$ cat src/rtl/alu_pkg.sv
`timescale 1ns/1ps
// Package: shared operation codes, size codes and flag positions of the ALU.
// Assumes: flag bit positions are fixed by software-visible behaviour.
package alu_pkg;

    typedef enum logic [4:0] {
        OP_MOV  = 5'd0,
        OP_ADD  = 5'd1,
        OP_ADC  = 5'd2,
        OP_SUB  = 5'd3,
        OP_SBB  = 5'd4,
        OP_CMP  = 5'd5,
        OP_INC  = 5'd6,
        OP_DEC  = 5'd7,
        OP_NEG  = 5'd8,
        OP_AND  = 5'd9,
        OP_OR   = 5'd10,
        OP_XOR  = 5'd11,
        OP_NOT  = 5'd12,
        OP_TEST = 5'd13,
        OP_ROL  = 5'd14,
        OP_ROR  = 5'd15,
        OP_RCL  = 5'd16,
        OP_RCR  = 5'd17,
        OP_SHL  = 5'd18,
        OP_SHR  = 5'd19,
        OP_SAR  = 5'd20
    } alu_op_e;

    typedef enum logic [1:0] {
        SZ_BYTE = 2'd0,
        SZ_HALF = 2'd1,
        SZ_WORD = 2'd2
    } alu_size_e;

    localparam int FLAG_W  = 16;
    localparam int CF_POS  = 0;
    localparam int PF_POS  = 2;
    localparam int AF_POS  = 4;
    localparam int ZF_POS  = 6;
    localparam int SF_POS  = 7;
    localparam int OF_POS  = 11;

    // One bit per arithmetic flag; used both as values and as update masks.
    typedef struct packed {
        logic cf;
        logic pf;
        logic af;
        logic zf;
        logic sf;
        logic of;
    } flag_set_t;

endpackage

$ cat src/rtl/alu_arith.sv
`timescale 1ns/1ps
// Module: sized adder/subtractor.
// Computes x + y + cin or x - y - cin on operands already masked to the
// selected size; reports carry/borrow out of the sized top bit, the carry
// or borrow into bit 4, and signed overflow. Assumes DATA_W >= 16.
module alu_arith #(
    parameter int DATA_W = 32,
    localparam int IDX_W = $clog2(DATA_W)
) (
    input  logic [DATA_W-1:0] x_i,
    input  logic [DATA_W-1:0] y_i,
    input  logic              cin_i,
    input  logic              sub_i,
    input  logic [IDX_W-1:0]  msb_i,
    input  logic [DATA_W-1:0] mask_i,
    output logic [DATA_W-1:0] res_o,
    output logic              carry_o,
    output logic              aux_o,
    output logic              ovf_o
);

    logic [DATA_W:0]   raw;
    logic [IDX_W:0]    cidx;
    logic              sx, sy, sr;
    logic [DATA_W-1:0] mix;

    // Wide add or subtract; borrow appears as the bit above the sized msb.
    always_comb begin
        if (sub_i) raw = {1'b0, x_i} - {1'b0, y_i} - {{DATA_W{1'b0}}, cin_i};
        else       raw = {1'b0, x_i} + {1'b0, y_i} + {{DATA_W{1'b0}}, cin_i};
    end

    assign cidx  = {1'b0, msb_i} + {{IDX_W{1'b0}}, 1'b1};
    assign res_o = raw[DATA_W-1:0] & mask_i;

    // Carry-out, half carry and signed overflow from the sized view.
    always_comb begin
        carry_o = raw[cidx];
        mix     = x_i ^ y_i ^ raw[DATA_W-1:0];
        aux_o   = mix[4];
        sx      = x_i[msb_i];
        sy      = y_i[msb_i];
        sr      = res_o[msb_i];
        if (sub_i) ovf_o = (sx != sy) && (sr != sx);
        else       ovf_o = (sx == sy) && (sr != sx);
    end

endmodule

$ cat src/rtl/alu_bitops.sv
`timescale 1ns/1ps
// Module: bitwise logic and single-bit shift/rotate unit.
// Operands arrive masked to the selected size; msb_i names the sized top
// bit. Produces the result plus the carry and overflow the op defines.
// Assumes msb_i >= 7 so the bit below the top always exists.
module alu_bitops
    import alu_pkg::*;
#(
    parameter int DATA_W = 32,
    localparam int IDX_W = $clog2(DATA_W)
) (
    input  alu_op_e           op_i,
    input  logic [DATA_W-1:0] a_i,
    input  logic [DATA_W-1:0] b_i,
    input  logic              cf_i,
    input  logic [IDX_W-1:0]  msb_i,
    input  logic [DATA_W-1:0] mask_i,
    output logic [DATA_W-1:0] res_o,
    output logic              cf_o,
    output logic              of_o
);

    logic              top, nxt, low;
    logic [DATA_W-1:0] top_hot;
    logic [DATA_W-1:0] shl1, shr1;

    // Shared views of the sized operand.
    always_comb begin
        top     = a_i[msb_i];
        nxt     = a_i[msb_i - IDX_W'(1)];
        low     = a_i[0];
        top_hot = {{(DATA_W-1){1'b0}}, 1'b1} << msb_i;
        shl1    = (a_i << 1) & mask_i;
        shr1    = a_i >> 1;
    end

    // Per-operation result, carry and overflow.
    always_comb begin
        res_o = '0;
        cf_o  = 1'b0;
        of_o  = 1'b0;
        case (op_i)
            OP_AND, OP_TEST: res_o = a_i & b_i;
            OP_OR:           res_o = a_i | b_i;
            OP_XOR:          res_o = a_i ^ b_i;
            OP_NOT:          res_o = ~a_i & mask_i;
            OP_ROL: begin
                res_o = shl1 | {{(DATA_W-1){1'b0}}, top};
                cf_o  = top;
                of_o  = nxt ^ top;
            end
            OP_RCL: begin
                res_o = shl1 | {{(DATA_W-1){1'b0}}, cf_i};
                cf_o  = top;
                of_o  = nxt ^ top;
            end
            OP_SHL: begin
                res_o = shl1;
                cf_o  = top;
                of_o  = nxt ^ top;
            end
            OP_ROR: begin
                res_o = shr1 | (low ? top_hot : '0);
                cf_o  = low;
                of_o  = low ^ top;
            end
            OP_RCR: begin
                res_o = shr1 | (cf_i ? top_hot : '0);
                cf_o  = low;
                of_o  = cf_i ^ top;
            end
            OP_SHR: begin
                res_o = shr1;
                cf_o  = low;
                of_o  = top;
            end
            OP_SAR: begin
                res_o = shr1 | (top ? top_hot : '0);
                cf_o  = low;
                of_o  = 1'b0;
            end
            default: res_o = '0;
        endcase
    end

endmodule

$ cat src/rtl/alu_status.sv
`timescale 1ns/1ps
// Module: status word register.
// Derives zero, sign and parity from the sized result, merges them with the
// carry/half-carry/overflow supplied by the datapath, and loads only the
// flags named in upd_i when load_i is high. Unused bits stay zero.
module alu_status
    import alu_pkg::*;
#(
    parameter int DATA_W = 32,
    localparam int IDX_W = $clog2(DATA_W)
) (
    input  logic              clk,
    input  logic              rst_n,
    input  logic              load_i,
    input  flag_set_t         upd_i,
    input  logic              cf_i,
    input  logic              af_i,
    input  logic              of_i,
    input  logic [DATA_W-1:0] res_i,
    input  logic [IDX_W-1:0]  msb_i,
    output logic [FLAG_W-1:0] flags_o
);

    flag_set_t nxt;
    flag_set_t cur;

    // New flag values from the datapath and the result.
    always_comb begin
        nxt.cf = cf_i;
        nxt.af = af_i;
        nxt.of = of_i;
        nxt.zf = (res_i == '0);
        nxt.sf = res_i[msb_i];
        nxt.pf = ~^res_i[7:0];
    end

    // Flag storage with per-flag load enables.
    always_ff @(posedge clk) begin
        if (!rst_n) begin
            cur <= '0;
        end else if (load_i) begin
            if (upd_i.cf) cur.cf <= nxt.cf;
            if (upd_i.pf) cur.pf <= nxt.pf;
            if (upd_i.af) cur.af <= nxt.af;
            if (upd_i.zf) cur.zf <= nxt.zf;
            if (upd_i.sf) cur.sf <= nxt.sf;
            if (upd_i.of) cur.of <= nxt.of;
        end
    end

    // Place stored flags at their fixed positions.
    always_comb begin
        flags_o         = '0;
        flags_o[CF_POS] = cur.cf;
        flags_o[PF_POS] = cur.pf;
        flags_o[AF_POS] = cur.af;
        flags_o[ZF_POS] = cur.zf;
        flags_o[SF_POS] = cur.sf;
        flags_o[OF_POS] = cur.of;
    end

endmodule

$ cat src/rtl/alu_flags_top.sv
`timescale 1ns/1ps
// Module: sized ALU with registered status word (top).
// Result and write enable are combinational from the inputs and the current
// flags; the status word is loaded on the clock edge with op_valid high.
// Assumes DATA_W >= 16; sizes are 8, 16 and DATA_W bits.
module alu_flags_top
    import alu_pkg::*;
#(
    parameter int DATA_W = 32
) (
    input  logic              clk,
    input  logic              rst_n,
    input  logic              op_valid,
    input  logic [4:0]        op_code,
    input  logic [1:0]        op_size,
    input  logic [DATA_W-1:0] opnd_a,
    input  logic [DATA_W-1:0] opnd_b,
    output logic [DATA_W-1:0] result,
    output logic              res_wr,
    output logic [FLAG_W-1:0] flags
);

    localparam int IDX_W = $clog2(DATA_W);
    localparam logic [DATA_W-1:0] MASK_B = {{(DATA_W-8){1'b0}}, 8'hFF};
    localparam logic [DATA_W-1:0] MASK_H = {{(DATA_W-16){1'b0}}, 16'hFFFF};
    localparam logic [DATA_W-1:0] ONE    = {{(DATA_W-1){1'b0}}, 1'b1};

    alu_op_e           op_e;
    logic [IDX_W-1:0]  msb_idx;
    logic [DATA_W-1:0] mask, a_m, b_m;
    logic              cf_cur;

    logic [DATA_W-1:0] ar_x, ar_y, ar_res;
    logic              ar_sub, ar_cin, ar_c, ar_af, ar_of;
    logic [DATA_W-1:0] bo_res;
    logic              bo_cf, bo_of;

    logic              sel_cf, sel_af, sel_of;
    flag_set_t         upd;
    logic              writes;

    assign op_e   = alu_op_e'(op_code);
    assign cf_cur = flags[CF_POS];

    // Size decode: top bit index and operand mask.
    always_comb begin
        case (alu_size_e'(op_size))
            SZ_BYTE: begin msb_idx = IDX_W'(7);  mask = MASK_B; end
            SZ_HALF: begin msb_idx = IDX_W'(15); mask = MASK_H; end
            default: begin msb_idx = IDX_W'(DATA_W-1); mask = '1; end
        endcase
        a_m = opnd_a & mask;
        b_m = opnd_b & mask;
    end

    // Operand steering for the adder/subtractor.
    always_comb begin
        ar_x   = a_m;
        ar_y   = b_m;
        ar_sub = 1'b0;
        ar_cin = 1'b0;
        case (op_e)
            OP_ADC:         ar_cin = cf_cur;
            OP_SUB, OP_CMP: ar_sub = 1'b1;
            OP_SBB: begin ar_sub = 1'b1; ar_cin = cf_cur; end
            OP_INC:         ar_y = ONE;
            OP_DEC: begin ar_sub = 1'b1; ar_y = ONE; end
            OP_NEG: begin ar_sub = 1'b1; ar_x = '0; ar_y = a_m; end
            default: ;
        endcase
    end

    alu_arith #(.DATA_W(DATA_W)) u_arith (
        .x_i    (ar_x),
        .y_i    (ar_y),
        .cin_i  (ar_cin),
        .sub_i  (ar_sub),
        .msb_i  (msb_idx),
        .mask_i (mask),
        .res_o  (ar_res),
        .carry_o(ar_c),
        .aux_o  (ar_af),
        .ovf_o  (ar_of)
    );

    alu_bitops #(.DATA_W(DATA_W)) u_bits (
        .op_i  (op_e),
        .a_i   (a_m),
        .b_i   (b_m),
        .cf_i  (cf_cur),
        .msb_i (msb_idx),
        .mask_i(mask),
        .res_o (bo_res),
        .cf_o  (bo_cf),
        .of_o  (bo_of)
    );

    // Result source, write intent and flag-update set per operation.
    always_comb begin
        result = '0;
        writes = 1'b1;
        upd    = '0;
        sel_cf = bo_cf;
        sel_af = 1'b0;
        sel_of = bo_of;
        case (op_e)
            OP_MOV: result = b_m;
            OP_ADD, OP_ADC, OP_SUB, OP_SBB, OP_NEG, OP_CMP: begin
                result = ar_res;
                writes = (op_e != OP_CMP);
                upd    = '1;
                sel_cf = ar_c;
                sel_af = ar_af;
                sel_of = ar_of;
            end
            OP_INC, OP_DEC: begin
                result = ar_res;
                upd    = '{cf: 1'b0, default: 1'b1};
                sel_cf = ar_c;
                sel_af = ar_af;
                sel_of = ar_of;
            end
            OP_AND, OP_OR, OP_XOR, OP_TEST: begin
                result = bo_res;
                writes = (op_e != OP_TEST);
                upd    = '1;
            end
            OP_NOT: result = bo_res;
            OP_ROL, OP_ROR, OP_RCL, OP_RCR: begin
                result = bo_res;
                upd    = '{cf: 1'b1, of: 1'b1, default: 1'b0};
            end
            OP_SHL, OP_SHR, OP_SAR: begin
                result = bo_res;
                upd    = '1;
            end
            default: writes = 1'b0;
        endcase
    end

    assign res_wr = op_valid & writes;

    alu_status #(.DATA_W(DATA_W)) u_status (
        .clk    (clk),
        .rst_n  (rst_n),
        .load_i (op_valid),
        .upd_i  (upd),
        .cf_i   (sel_cf),
        .af_i   (sel_af),
        .of_i   (sel_of),
        .res_i  (result),
        .msb_i  (msb_idx),
        .flags_o(flags)
    );

endmodule

$ cat config.mk
export PLATFORM = sky130hd
export DESIGN_NAME = alu_flags_top
export DESIGN_NICKNAME = d
export VERILOG_FILES = /design/src/rtl/alu_pkg.sv /design/src/rtl/alu_arith.sv /design/src/rtl/alu_bitops.sv /design/src/rtl/alu_status.sv /design/src/rtl/alu_flags_top.sv
export SDC_FILE = /design/constraint.sdc
export NUM_CORES = 1
export LEC_CHECK = 0
export ABC_AREA = 1
export CORE_MARGIN = 10
export CORE_UTILIZATION = 51
export CTS_BUF_LIST = sky130_fd_sc_hd__clkbuf_16
export DETAILED_ROUTE_END_ITERATION = 12
export PLACE_DENSITY_LB_ADDON = 0.15
export SLEW_MARGIN = 20
export SYNTH_ARGS = -nofsm -noshare
export SYNTH_HDL_FRONTEND = slang
export SYNTH_SLANG_ARGS = --single-unit
$ cat constraint.sdc
create_clock -name clk -period 15 [get_ports clk]
set_input_delay 3 -clock clk [delete_from_list [all_inputs] [get_ports clk]]
set_output_delay 3 -clock clk [all_outputs]
set_load 0.05 [all_outputs]
==> impl_table.tex <==
\begin{tabular}{lr}
\hline
Metric & Value \\
\hline
\multicolumn{2}{l}{\textbf{Final layout}} \\
Largest register FFs & 6 \\
Synthesis-to-finish area growth & 13.1\% \\
Final cell area excluding filler cells & 11400 sq um \\
Post-layout nets & 2255 \\
Share of cells above drive strength 1 & 3.03\% \\
Number of antenna cells inserted & 0 \\
\multicolumn{2}{l}{\textbf{Floorplanning}} \\
Top-level I/O count & 123 \\
Initial core utilization & 51.8\% \\
Die span in y & 161 um \\
Full die area & 25800 sq um \\
Horiz. Die Dim & 161 um \\
Number of rows created at floorplan & 51 \\
Core ar. & 19500 sq um \\
\multicolumn{2}{l}{\textbf{Power and ir drop}} \\
Psw & 0.000388 W \\
Leakage power & 6.49 nW \\
Sw Ratio & 62.6\% \\
PD cells & 54.3 nW/um\^{}2 \\
Largest voltage drop on the vdd net & 0.0000344 V \\
Combinational fraction of design power & 90.0\% \\
Relative contribution of sequential cells to total power & 3.0\% \\
Pint & 0.000231 W \\
Fraction of power consumed by the clock network & 7.0\% \\
Total power draw & 0.000619 W \\
\multicolumn{2}{l}{\textbf{Timing}} \\
Final hold viol count & 0 \\
Final period utilization & 78.5\% \\
Actual transition at the worst max-transition pin & 0.971 ns \\
Setup TNS after final layout & 0 ns \\
Clock skew after layout & 0.00273 ns \\
RSZ-0062 raised after global routing & no \\
Final-report max-slew violation count & 0 \\
Max Freq & 84.9 MHz \\
Total setup violations reported at the end of the flow & 0 \\
Remaining max-slew budget at the tightest pin & 35.1\% \\
Fin crit period & 11.78 ns \\
\multicolumn{2}{l}{\textbf{Worst setup path}} \\
Worst path most repeated cell & sky130\_fd\_sc\_hd\_\_nand2\_1 \\
Buf/Inv on CP & 6 \\
Highest-delay cell along the critical path & sky130\_fd\_sc\_hd\_\_clkdlybuf4s50\_1 \\
Family with the most delay on the worst path & simple AND/OR/NAND/NOR gates \\
Required time at the worst-slack endpoint & 12.00 ns \\
Cell-by-cell listing of the critical path & clkdlybuf4s50\_1 > nor2\_2 > nand3\_2 > nand2\_1 > buf\_4 > inv\_1 > a22oi\_1 > inv\_1 > ha\_1 > inv\_1 > ha\_1 > nand2\_1 > nor2\_1 > nand2\_1 > nor2\_1 > nand2\_1 > nand3\_1 > nand2\_1 > nand3\_1 > nand3\_1 > nand2\_1 > clkdlybuf4s50\_1 \\
Endpoint arrival time on the critical path & 8.78 ns \\
Crit end category & output port \\
CP Class & primary input to output port \\
Highest cell delay on the worst timing path & 0.84 ns \\
CP max FO & 38 \\
Startpoint type of the worst setup path & primary input \\
\multicolumn{2}{l}{\textbf{Synth}} \\
Biggest area consumer among synthesized cells & sky130\_fd\_sc\_hd\_\_nand2\_1 \\
Synthesized area & 10100 sq um \\
Number of warnings printed during yosys synthesis & 0 \\
Share of synthesized area occupied by flip-flops and latches & 1.19\% \\
Top-area cell type share of the netlist area & 20.9\% \\
Synthesized area per cell & 5.21 sq um \\
Async S/R FF share, synth & 0\% \\
Most frequent cells after synthesis & 561 x sky130\_fd\_sc\_hd\_\_nand2\_1, 372 x sky130\_fd\_sc\_hd\_\_inv\_1, 241 x sky130\_fd\_sc\_hd\_\_nor2\_1 \\
Cell types occupying the most area after synthesis & sky130\_fd\_sc\_hd\_\_nand2\_1 21\%, sky130\_fd\_sc\_hd\_\_ha\_1 20\%, sky130\_fd\_sc\_hd\_\_inv\_1 14\% \\
Most instantiated library cell after synthesis & sky130\_fd\_sc\_hd\_\_nand2\_1 \\
Register bit total from synthesis & 6 \\
Synth Flop Type & sky130\_fd\_sc\_hd\_\_dfxtp\_1 \\
Count of different cell masters after synthesis & 54 \\
Gate count of the mapped netlist & 1936 \\
Number of enable flip-flop cells after synthesis & 0 \\
\multicolumn{2}{l}{\textbf{Placement}} \\
Hpwl dp & 34.0 mm \\
Placer's final routability congestion estimate & 1.01 \\
Instance area at placement & 11300 sq um \\
Number of buffers inserted by port buffering & 112 \\
\multicolumn{2}{l}{\textbf{Clock network}} \\
H-tree levels & 1 \\
Master cell of the clock root buffer & sky130\_fd\_sc\_hd\_\_clkbuf\_16 \\
Number of buffers added by the clock tree synthesis step & 3 \\
Count of clock tree sinks & 6 \\
Clock-pin slew on the worst setup and hold paths & 0.03 ns \\
CTS resizes & 0 \\
Number of buffers inserted by hold repair at cts & 0 \\
Clock Latency Late Sink & 0.23 ns \\
Count of buffers added by post-CTS timing repair for setup & 0 \\
Clock tree from TritonCTS & done \\
Max Root-Sink Buffers & 2 \\
\multicolumn{2}{l}{\textbf{Detailed routing}} \\
Post-detailed-routing wire length & 41.2 mm \\
Drt pass-1 iters & 6 \\
Routed via count & 12868 \\
DRC & 0 \\
DRT iter0 DRCs & 1522 \\
Routed wire per std cell & 18.1 um \\
Average vias per placed instance & 5.64 \\
Count of antenna-violating nets left after detailed routing & 0 \\
\multicolumn{2}{l}{\textbf{Hold path}} \\
Path class of the lowest-slack min-delay path & flop to flop \\
\multicolumn{2}{l}{\textbf{GRT}} \\
Largest net degree at the start of global routing & 46 \\
Total gr overflow & 0 \\
Number of global-route vias before repair & 11947 \\
Wire length of the first global-routing pass & 63.8 mm \\
Number of antenna violations at the first check in global routing & 1 \\
Total routing usage reported by global routing & 30.1\% \\
\multicolumn{2}{l}{\textbf{Outcome}} \\
Outcome & complete, no violations \\
\multicolumn{2}{l}{\textbf{Flow run}} \\
Max-cap check violation count & 0 \\
\hline
\end{tabular}
==> worst reg2reg max path: stages (launching register included) <==
cell	delay (ns)
sky130_fd_sc_hd__dfxtp_1	0.36
sky130_fd_sc_hd__nand2_1	0.19
sky130_fd_sc_hd__inv_1	0.09
sky130_fd_sc_hd__fa_1	0.47
sky130_fd_sc_hd__inv_1	0.12
sky130_fd_sc_hd__ha_1	0.27
sky130_fd_sc_hd__nand3_2	0.12
sky130_fd_sc_hd__nand2_2	0.13
sky130_fd_sc_hd__nand2_1	0.08
sky130_fd_sc_hd__nand2_1	0.15
sky130_fd_sc_hd__a21oi_1	0.18
sky130_fd_sc_hd__o21ai_0	0.24
sky130_fd_sc_hd__nand3_1	0.16
sky130_fd_sc_hd__nand2_1	0.13
sky130_fd_sc_hd__inv_1	0.08
sky130_fd_sc_hd__ha_1	0.12
sky130_fd_sc_hd__and3_1	0.17
sky130_fd_sc_hd__nand4_1	0.13
sky130_fd_sc_hd__nor2_1	0.14
sky130_fd_sc_hd__nand2_1	0.08
sky130_fd_sc_hd__nor2_1	0.09
sky130_fd_sc_hd__nand2_1	0.05
sky130_fd_sc_hd__nor2_1	0.12
sky130_fd_sc_hd__nand2_1	0.07
sky130_fd_sc_hd__nor2_1	0.08
sky130_fd_sc_hd__nand2_1	0.10
sky130_fd_sc_hd__a21oi_2	0.13
==> layout make-up <==
class | instances | area [sq um]
multi-input cells | 1502 | 8250
fillers | 2098 | 8060
inverters | 383 | 1440
repair buffers | 122 | 1190
well taps | 265 | 332
flip-flops and latches | 6 | 120
clock buffers | 3 | 75.1
==> routing by layer <==
layer  wire length [um]  share of wire [%]  global-route usage (%)
met1              17700                 43                    41.7
met2              17900                 43                    47.6
met3               4690                 11                    4.73
met4                984                2.4                    7.35
met5                 13              0.032                       0
==> logic make-up after synthesis <==
group / count (synthesis) / share of synthesized area (%)
compound gates: 253 / 15.2
flops: 6 / 1.19
xor+xnor: 16 / 1.39
mux: 2 / 0.199
other cells: 1 / 0.0372
buf+inv: 437 / 17.5
simple gates: 1058 / 44.0
fa+ha+maj: 163 / 20.5
==> power by group through the flow <==
stage	Sequential (W)	Combinational, W	Clock [W]
final	0.0000184	0.000557	0.0000435
after detailed placement	0.0000185	0.000541	0
after floorplan	0.0000225	0.000379	0
after CTS	0.0000184	0.000543	0.0000432
after global routing	0.0000186	0.000613	0.0000448
after global placement	0.0000185	0.000536	0
==> final timing paths <==
path / from / end / slack [ns] / cells past startpoint
worst max-delay path: op_code[4] / result[17] / 3.22 / 22
worst min register to register: u_status.flags_o[4] / u_status.flags_o[4] / 0.50 / 2
worst min-delay path: u_status.flags_o[4] / u_status.flags_o[4] / 0.50 / 2
worst max register to register: u_status.flags_o[0] / u_status.flags_o[6] / 10.89 / 26
==> placed cells by master (no fill, tap or decap), drive strengths merged, types with 3 or more instances in the layout <==
cell type	count
o22ai	36
nand3	165
o221ai	4
xor2	8
o2111ai	10
clkbuf	3
nand4	24
buf	11
o21bai	9
fa	4
conb	10
clkdlybuf4s50	111
a21oi	92
o211ai	14
inv	381
and2	3
nor3	35
ha	159
a22oi	8
a211oi	5
xnor2	8
or2	5
nand2	567
dfxtp	6
o21ai	57
a31oi	3
nor2	253
a221oi	7
==> metrics by stage <==
step	cells	hold WS, ns	util (%)	setup slack (ns)
after floorplan	1945	0.481	-	5.63
after global placement	2278	0.490	58.2	3.45
after detailed placement	2278	0.484	58.2	3.41
after CTS	2281	0.502	58.6	3.39
after global routing	2281	0.521	58.6	2.86
final	2281	0.501	58.6	3.22
Note: power is estimated with default switching activity, not from simulation.
